===== config.mk =====
export PLATFORM = sky130hd
export DESIGN_NAME = lot_occupancy_counter
export DESIGN_NICKNAME = d
export VERILOG_FILES = /design/src/rtl/lot_pkg.sv /design/src/rtl/beam_seq_fsm.sv /design/src/rtl/occ_counter.sv /design/src/rtl/lot_occupancy_counter.sv
export SDC_FILE = /design/constraint.sdc
export NUM_CORES = 1
export LEC_CHECK = 0
export CAP_MARGIN = 10
export CORE_ASPECT_RATIO = 1.5
export CORE_MARGIN = 3
export CORE_UTILIZATION = 25
export DETAILED_ROUTE_END_ITERATION = 7
export SYNTH_ARGS = -nofsm -noshare
export SYNTH_HDL_FRONTEND = slang
export SYNTH_SLANG_ARGS = --single-unit

===== constraint.sdc =====
create_clock -name clk -period 3.1 [get_ports clk]
set_input_delay 0.62 -clock clk [delete_from_list [all_inputs] [get_ports clk]]
set_output_delay 0.62 -clock clk [all_outputs]
set_load 0.02 [all_outputs]

===== src/rtl/lot_pkg.sv =====
package lot_pkg;

    typedef enum logic [2:0] {
        ST_IDLE,
        ST_IN_A,
        ST_IN_AB,
        ST_IN_B,
        ST_OUT_B,
        ST_OUT_AB,
        ST_OUT_A
    } seq_state_e;

    typedef struct packed {
        seq_state_e st;
    } seq_regs_t;

    localparam logic [1:0] PAT_CLEAR = 2'b00;
    localparam logic [1:0] PAT_A     = 2'b10;
    localparam logic [1:0] PAT_B     = 2'b01;
    localparam logic [1:0] PAT_AB    = 2'b11;

endpackage


===== src/rtl/beam_seq_fsm.sv =====
module beam_seq_fsm
    import lot_pkg::*;
(
    input  logic clk,
    input  logic rst_n,
    input  logic beam_a,
    input  logic beam_b,
    output logic step_en,
    output logic step_up
);

    seq_regs_t  seq_d, seq_q;
    logic [1:0] pat;

    assign pat = {beam_a, beam_b};

    // Mealy decode: the step strobe comes straight from the live pattern.
    always_comb begin
        seq_d   = seq_q;
        step_en = 1'b0;
        step_up = 1'b0;
        case (seq_q.st)
            ST_IDLE: begin
                if (pat == PAT_A)      seq_d.st = ST_IN_A;
                else if (pat == PAT_B) seq_d.st = ST_OUT_B;
            end
            ST_IN_A: begin
                if (pat == PAT_AB)     seq_d.st = ST_IN_AB;
                else if (pat != PAT_A) seq_d.st = ST_IDLE;
            end
            ST_IN_AB: begin
                if (pat == PAT_B)       seq_d.st = ST_IN_B;
                else if (pat != PAT_AB) seq_d.st = ST_IDLE;
            end
            ST_IN_B: begin
                if (pat == PAT_CLEAR) begin
                    seq_d.st = ST_IDLE;
                    step_en  = 1'b1;
                    step_up  = 1'b1;
                end else if (pat != PAT_B) begin
                    seq_d.st = ST_IDLE;
                end
            end
            ST_OUT_B: begin
                if (pat == PAT_AB)     seq_d.st = ST_OUT_AB;
                else if (pat != PAT_B) seq_d.st = ST_IDLE;
            end
            ST_OUT_AB: begin
                if (pat == PAT_A)       seq_d.st = ST_OUT_A;
                else if (pat != PAT_AB) seq_d.st = ST_IDLE;
            end
            ST_OUT_A: begin
                if (pat == PAT_CLEAR) begin
                    seq_d.st = ST_IDLE;
                    step_en  = 1'b1;
                    step_up  = 1'b0;
                end else if (pat != PAT_A) begin
                    seq_d.st = ST_IDLE;
                end
            end
            default: seq_d.st = ST_IDLE;
        endcase
    end

    always_ff @(posedge clk or negedge rst_n) begin
        if (!rst_n) seq_q <= '{st: ST_IDLE};
        else        seq_q <= seq_d;
    end

endmodule


===== src/rtl/occ_counter.sv =====
module occ_counter #(
    parameter int CNT_W = 10
) (
    input  logic             clk,
    input  logic             rst_n,
    input  logic             step_en,
    input  logic             step_up,
    output logic [CNT_W-1:0] count
);

    localparam logic [CNT_W-1:0] CNT_MAX = {CNT_W{1'b1}};
    localparam logic [CNT_W-1:0] CNT_MIN = '0;

    logic [CNT_W-1:0] cnt_d, cnt_q;

    always_comb begin
        cnt_d = cnt_q;
        if (step_en) begin
            if (step_up && cnt_q != CNT_MAX)       cnt_d = cnt_q + 1'b1;
            else if (!step_up && cnt_q != CNT_MIN) cnt_d = cnt_q - 1'b1;
        end
    end

    always_ff @(posedge clk or negedge rst_n) begin
        if (!rst_n) cnt_q <= CNT_MIN;
        else        cnt_q <= cnt_d;
    end

    assign count = cnt_q;

endmodule


===== src/rtl/lot_occupancy_counter.sv =====
module lot_occupancy_counter #(
    parameter int CNT_W = 10
) (
    input  logic             clk,
    input  logic             rst_n,
    input  logic             beam_a,
    input  logic             beam_b,
    output logic [CNT_W-1:0] occupancy,
    output logic             step_en,
    output logic             step_up
);

    beam_seq_fsm u_fsm (
        .clk     (clk),
        .rst_n   (rst_n),
        .beam_a  (beam_a),
        .beam_b  (beam_b),
        .step_en (step_en),
        .step_up (step_up)
    );

    occ_counter #(.CNT_W(CNT_W)) u_cnt (
        .clk     (clk),
        .rst_n   (rst_n),
        .step_en (step_en),
        .step_up (step_up),
        .count   (occupancy)
    );

endmodule


==> flow_summary.yaml, run 1 <==
run_status:
  status: "finished clean"
detailed_routing:
  drtIter0Drc: 13
  final_antenna_net_count: 0
  viasPerCell: 5.086
  wirelength_um: 2521
  wl_per_cell_um: 13.48
  remaining_drc_errors: 0
  drt-pass1-iter-count: 4
  num_vias: 951
timing:
  grt_setup_unrepaired: "yes"
  totalNegativeSetupSlack_ns: 0
  fin_ws_ns: 0.1340
  finalMaxSlewViolations: 0
  worstMarginPinSlew_ns: 0.6364
  fmax_mhz: 337.2
  finalHoldViolCount: 0
  period_share_pct: 95.68
  min_period_ns: 2.966
  final.setup_skew_ns: 0.004122
  slew_headroom_pct: 57.44
  finalSetupViolCount: 0
  holdWs_ns: 0.5343
cts:
  clk_pin_slew_ns: 0.06
  cts_inserted_buffers: 3
  clockBufferDepth: 2
  root_buffer: "clkbuf_8"
  clock_sinks: 13
  htree_levels: 1
  tritoncts: "yes"
  clk_latency_ns: 0.25
power:
  peakVddDrop_mv: 0.2618
  power_leakage_nw: 0.6995
  power_w: 0.0006766
  powerDensity_mw_per_mm2: 457.1
logic_synthesis:
  syn-num-nets: 117
  synth_ff_type: "dfrtp_1"
  syn_avg_cell_area_um2: 9.721
  ys_types: 35
  synth_edf_count: 0
  yosys_warnings: 0
  ys_seq_elements: 13
  seq_area_frac_synth_pct: 32.18
  synthArstFlopShare_pct: 100.0
  netlist_area_mm2: 0.001011
  postSynthCellCount: 104
floorplan:
  dieArea_mm2: 0.004859
  fp-row-count: 27
  fp.dieW_um: 57.92
  initial_core_util_pct: 26.72
  die-height_um: 83.89
  ioPinCount: 16
  fp.coreArea_mm2: 0.003784
layout:
  final_area_mm2: 0.001480
  finalNetCount: 158
  layout-drive-gt1-share_pct: 33.33
  syn_to_final_growth_pct: 46.41
  layout_commonest_cell: "buf_4"
  diodes: 0
  fillerInstances: 389
  most-common-layout-cells: "buf_4 (23), clkdlybuf4s50_1 (13), dfrtp_1 (13)"
placement:
  dp_slack_ns: -0.5454
  port_buffers: 15
  gp_congestion: 0.7670
  dpl.hpwl_um: 2019
  placed_area_mm2: 0.001398
hold_path:
  hp-class: "reg -> reg"
job:
  maxCapViolCount: 0
critical_path:
  crit_path_start_kind: "primary input"
  required_ns: 3.23
  crit_arrival_ns: 3.10
  worstPathMaxFanout: 5
  cp-end-kind: "flip-flop"
  criticalPathCategory: "in -> reg"
global_routing:
  antenna_found_initial: 0
  grt_pass1_vias: 1007
  grt_max_degree: 14
  grtUsageTotal_pct: 11.33
  grt_overflow: 0
  grt_first_pass_wirelength_um: 4429
## cell type report
| cell class | instances | area (um2) | share of cell area, % |
|---|---|---|---|
| tap | 43 | 53.80 | 3.635 |
| multi-input combinational | 85 | 696.9 | 47.08 |
| inverter | 2 | 7.507 | 0.5072 |
| sequential | 13 | 325.3 | 21.98 |
| clock inverter | 1 | 5.005 | 0.3381 |
| clock buffer | 3 | 41.29 | 2.790 |
| timing repair buffer | 40 | 350.3 | 23.67 |
## stage by stage
step | utilization, % | cells
after detailed placement | 36.94 | 181
after global routing | 39.12 | 187
final | 39.12 | 187
after global placement | 36.94 | 181
after CTS | 39.15 | 187
after floorplan | - | 104
## metal layers
layer  wire [um]  GRT usage [%]
met1         964          11.39
met2        1463          22.63
met3          63          1.703
met4          29          3.165
met5           0              0
## cell families (layout without fill, tap and decap cells)
logic type                 count (synthesis)  after routing  synth area share [%]
DFF                                       13             13                 32.18
xor gates and xnor gates                  11             11                 9.530
AOI/OAI and AO/OA                         25             25                 15.10
adders and majority gates                  9              9                 11.88
muxes                                      8              8                 8.788
buffers and inverters                      6             46                 2.970
and+or+nand+nor                           32             32                 19.56
## synthesized netlist by cell type, types with 3 or more instances
library cell | count | area [um2]
mux2_2 | 7 | 78.83
nand2_1 | 7 | 26.28
nand3_1 | 4 | 20.02
xor2_1 | 3 | 26.28
ha_1 | 8 | 100.1
xnor2_1 | 8 | 70.07
a21oi_1 | 8 | 40.04
nor2_1 | 3 | 11.26
o21ai_0 | 7 | 35.03
dfrtp_1 | 13 | 325.3
clkbuf_1 | 3 | 11.26
a21o_1 | 4 | 30.03
## critical path, stage by stage
cell	delay (ns)
buf_6	0.09
nand2b_4	0.13
or4b_4	0.48
or2_4	0.28
buf_6	0.13
ha_4	0.21
a211oi_2	0.22
o21bai_1	0.11
or3_1	0.31
a31oi_1	0.20
xnor2_1	0.08
mux2_4	0.25
## final timing paths
path | startpoint | end | slack, ns | cells after the start
min reg2reg | u_cnt.count[9] | u_cnt.count[9] | 0.53 | 1
min in group asynchronous | rst_n | u_cnt.count[0] | 0.76 | 1
max | beam_b | u_cnt.count[8] | 0.13 | 12
min | u_cnt.count[9] | u_cnt.count[9] | 0.53 | 1
max in group asynchronous | rst_n | u_cnt.count[5] | 1.92 | 1
max reg2reg | u_fsm.seq_q[1] | u_cnt.count[8] | 0.26 | 11
## flip-flops by register name (all words and copies together), names as in the netlist
register	flops
u_cnt.count	10
u_fsm.seq_q	3
## timing repair
action / in CTS / in global routing
cloned: 0 / 0
setup buffers: 2 / 0
pin swaps: 8 / 7
resized for setup: 10 / 2
endpoints found under the setup margin: 6 / 1
hold buffers: 0 / 0
## power breakdown
part           internal [W]  switching, W  total, W
registers          0.000186     0.0000225  0.000209
logic              0.000173      0.000138  0.000311
clock network     0.0000889     0.0000680  0.000157
Power figures use the tool's default switching activity.
==> run 2, diff against run 1 <==
- CORE_MARGIN: 3 -> 8
- CORE_UTILIZATION: 25 -> 47
- PLACE_DENSITY: unset -> 0.74
==> run 2 against run 1 <==
- sequential share of layout area rose by 0.71 points
- design area down 3.1%
- clock-buffer cell count unchanged
- sequential power hardly changed
- via count did not move
- critical path type unchanged
- critical endpoint unchanged
==> flow_summary.yaml, run 2 (synthesis results as in run 1) <==
run_status:
  status: "finished clean"
layout:
  syn_to_final_growth_pct: 41.83
  layout_commonest_cell: "buf_4"
  layout-drive-gt1-share_pct: 32.87
  most-common-layout-cells: "buf_4 (23), clkdlybuf4s50_1 (13), dfrtp_1 (13)"
  finalNetCount: 157
  fin_util_pct: 70.74
  largest_reg_flops: 10
  diodes: 0
  fillerInstances: 148
cts:
  clk_latency_ns: 0.29
  root_buffer: "clkbuf_4"
  tritoncts: "yes"
  cts_inserted_buffers: 3
  htree_levels: 1
  clock_sinks: 13
  clockBufferDepth: 2
  clk_pin_slew_ns: 0.08
critical_path:
  worstPathMaxFanout: 4
  cp-end-kind: "flip-flop"
  required_ns: 3.27
  criticalPathCategory: "in -> reg"
  crit_path_start_kind: "primary input"
  r2r_start: "u_fsm.seq_q[1]"
  critical_path.startpoint: "beam_b"
  crit_arrival_ns: 3.21
timing:
  finalSetupViolCount: 0
  slew_headroom_pct: 58.40
  worstMarginPinSlew_ns: 0.6221
  min_period_ns: 3.048
  period_share_pct: 98.31
  finalHoldViolCount: 0
  finalMaxSlewViolations: 0
  fmax_mhz: 328.1
  totalNegativeSetupSlack_ns: 0
  final.setup_skew_ns: 0.01395
floorplan:
  ioPinCount: 16
  die-height_um: 72.80
  initial_core_util_pct: 49.88
  fp.dieW_um: 53.87
  fp-row-count: 20
  fp.coreArea_mm2: 0.002027
  dieArea_mm2: 0.003922
detailed_routing:
  wirelength_um: 2638
  drt-pass1-iter-count: 4
  wl_per_cell_um: 15.99
  num_vias: 951
  viasPerCell: 5.764
  drtIter0Drc: 22
  remaining_drc_errors: 0
  final_antenna_net_count: 0
global_routing:
  grt_pass1_vias: 1017
  grtUsageTotal_pct: 14.91
  grt_overflow: 0
  antenna_found_initial: 0
  grt_max_degree: 14
  grt_first_pass_wirelength_um: 4498
hold_path:
  hp-class: "reg -> reg"
  worstHoldStart: "u_cnt.count[9]"
power:
  powerDensity_mw_per_mm2: 442.9
  power_leakage_nw: 0.6937
  peakVddDrop_mv: 0.2679
job:
  maxCapViolCount: 0
placement:
  gp_congestion: 0.8997
  dpl.hpwl_um: 2014
  port_buffers: 15
[run 2: power by group]
group          switching (W)  internal (W)  total, W
Sequential         0.0000236      0.000186  0.000209
Combinational       0.000143      0.000173  0.000316
Clock              0.0000617     0.0000480  0.000110
[run 2: worst paths after layout]
| kind | end | slack, ns | depth (start not counted) |
|---|---|---|---|
| setup / recovery | u_cnt.count[8] | 0.05 | 11 |
| hold / removal | u_cnt.count[9] | 0.53 | 1 |
| setup reg to reg | u_cnt.count[8] | 0.14 | 10 |
| hold reg to reg | u_cnt.count[9] | 0.53 | 1 |
| max in group asynchronous | u_cnt.count[6] | 1.97 | 1 |
| min in group asynchronous | u_cnt.count[5] | 0.71 | 1 |
[run 2: layer usage]
layer	vias up	wire, um	track usage, %
met5	-	0	0
met4	0	36	9.014
met3	4	104	4.694
met2	25	1399	23.67
met1	460	1098	16.39
li1	462	-	-
[run 2: cell type report]
cell class / instances / area [um2] / share of cell area [%]
repair buffers: 39 / 342.8 / 23.91
multi-input cells: 85 / 703.2 / 49.04
clock inverters: 1 / 5.005 / 0.3490
clock buffers: 3 / 22.52 / 1.571
flip-flops and latches: 13 / 325.3 / 22.69
well taps: 22 / 27.53 / 1.920
inverters: 2 / 7.507 / 0.5236
[run 2: per-stage QoR]
stage	power [W]	hold WS [ns]	cells	area [um2]	setup slack, ns
after global routing	0.0006815	0.5657	165	1434	-0.004773
after floorplan	0.0004075	0.3244	104	1032	-0.1168
after CTS	0.0006269	0.5389	164	1420	-0.01739
after global placement	0.0005042	0.5155	160	1371	-0.4984
final	0.0006350	0.5299	165	1434	0.05248
after detailed placement	0.0005102	0.5281	160	1371	-0.5416
[run 2: worst max-delay path: stages]
cell and delay, ns:
buf_6 0.09, nand2b_4 0.13, or4b_4 0.53, or2_4 0.28
fa_2 0.38, a211oi_2 0.19, o21bai_1 0.09, or3_1 0.35
a31oi_2 0.21, xnor2_1 0.09, mux2_4 0.25
[run 2: timing repair]
item                                    in CTS  in global routing
pin swaps                                    8                  6
gates cloned                                 0                  0
gates resized for setup                      9                  1
endpoints found under the hold margin        0                  0
endpoints found under the setup margin       4                  1
hold buffers                                 0                  0
setup buffers                                0                  1
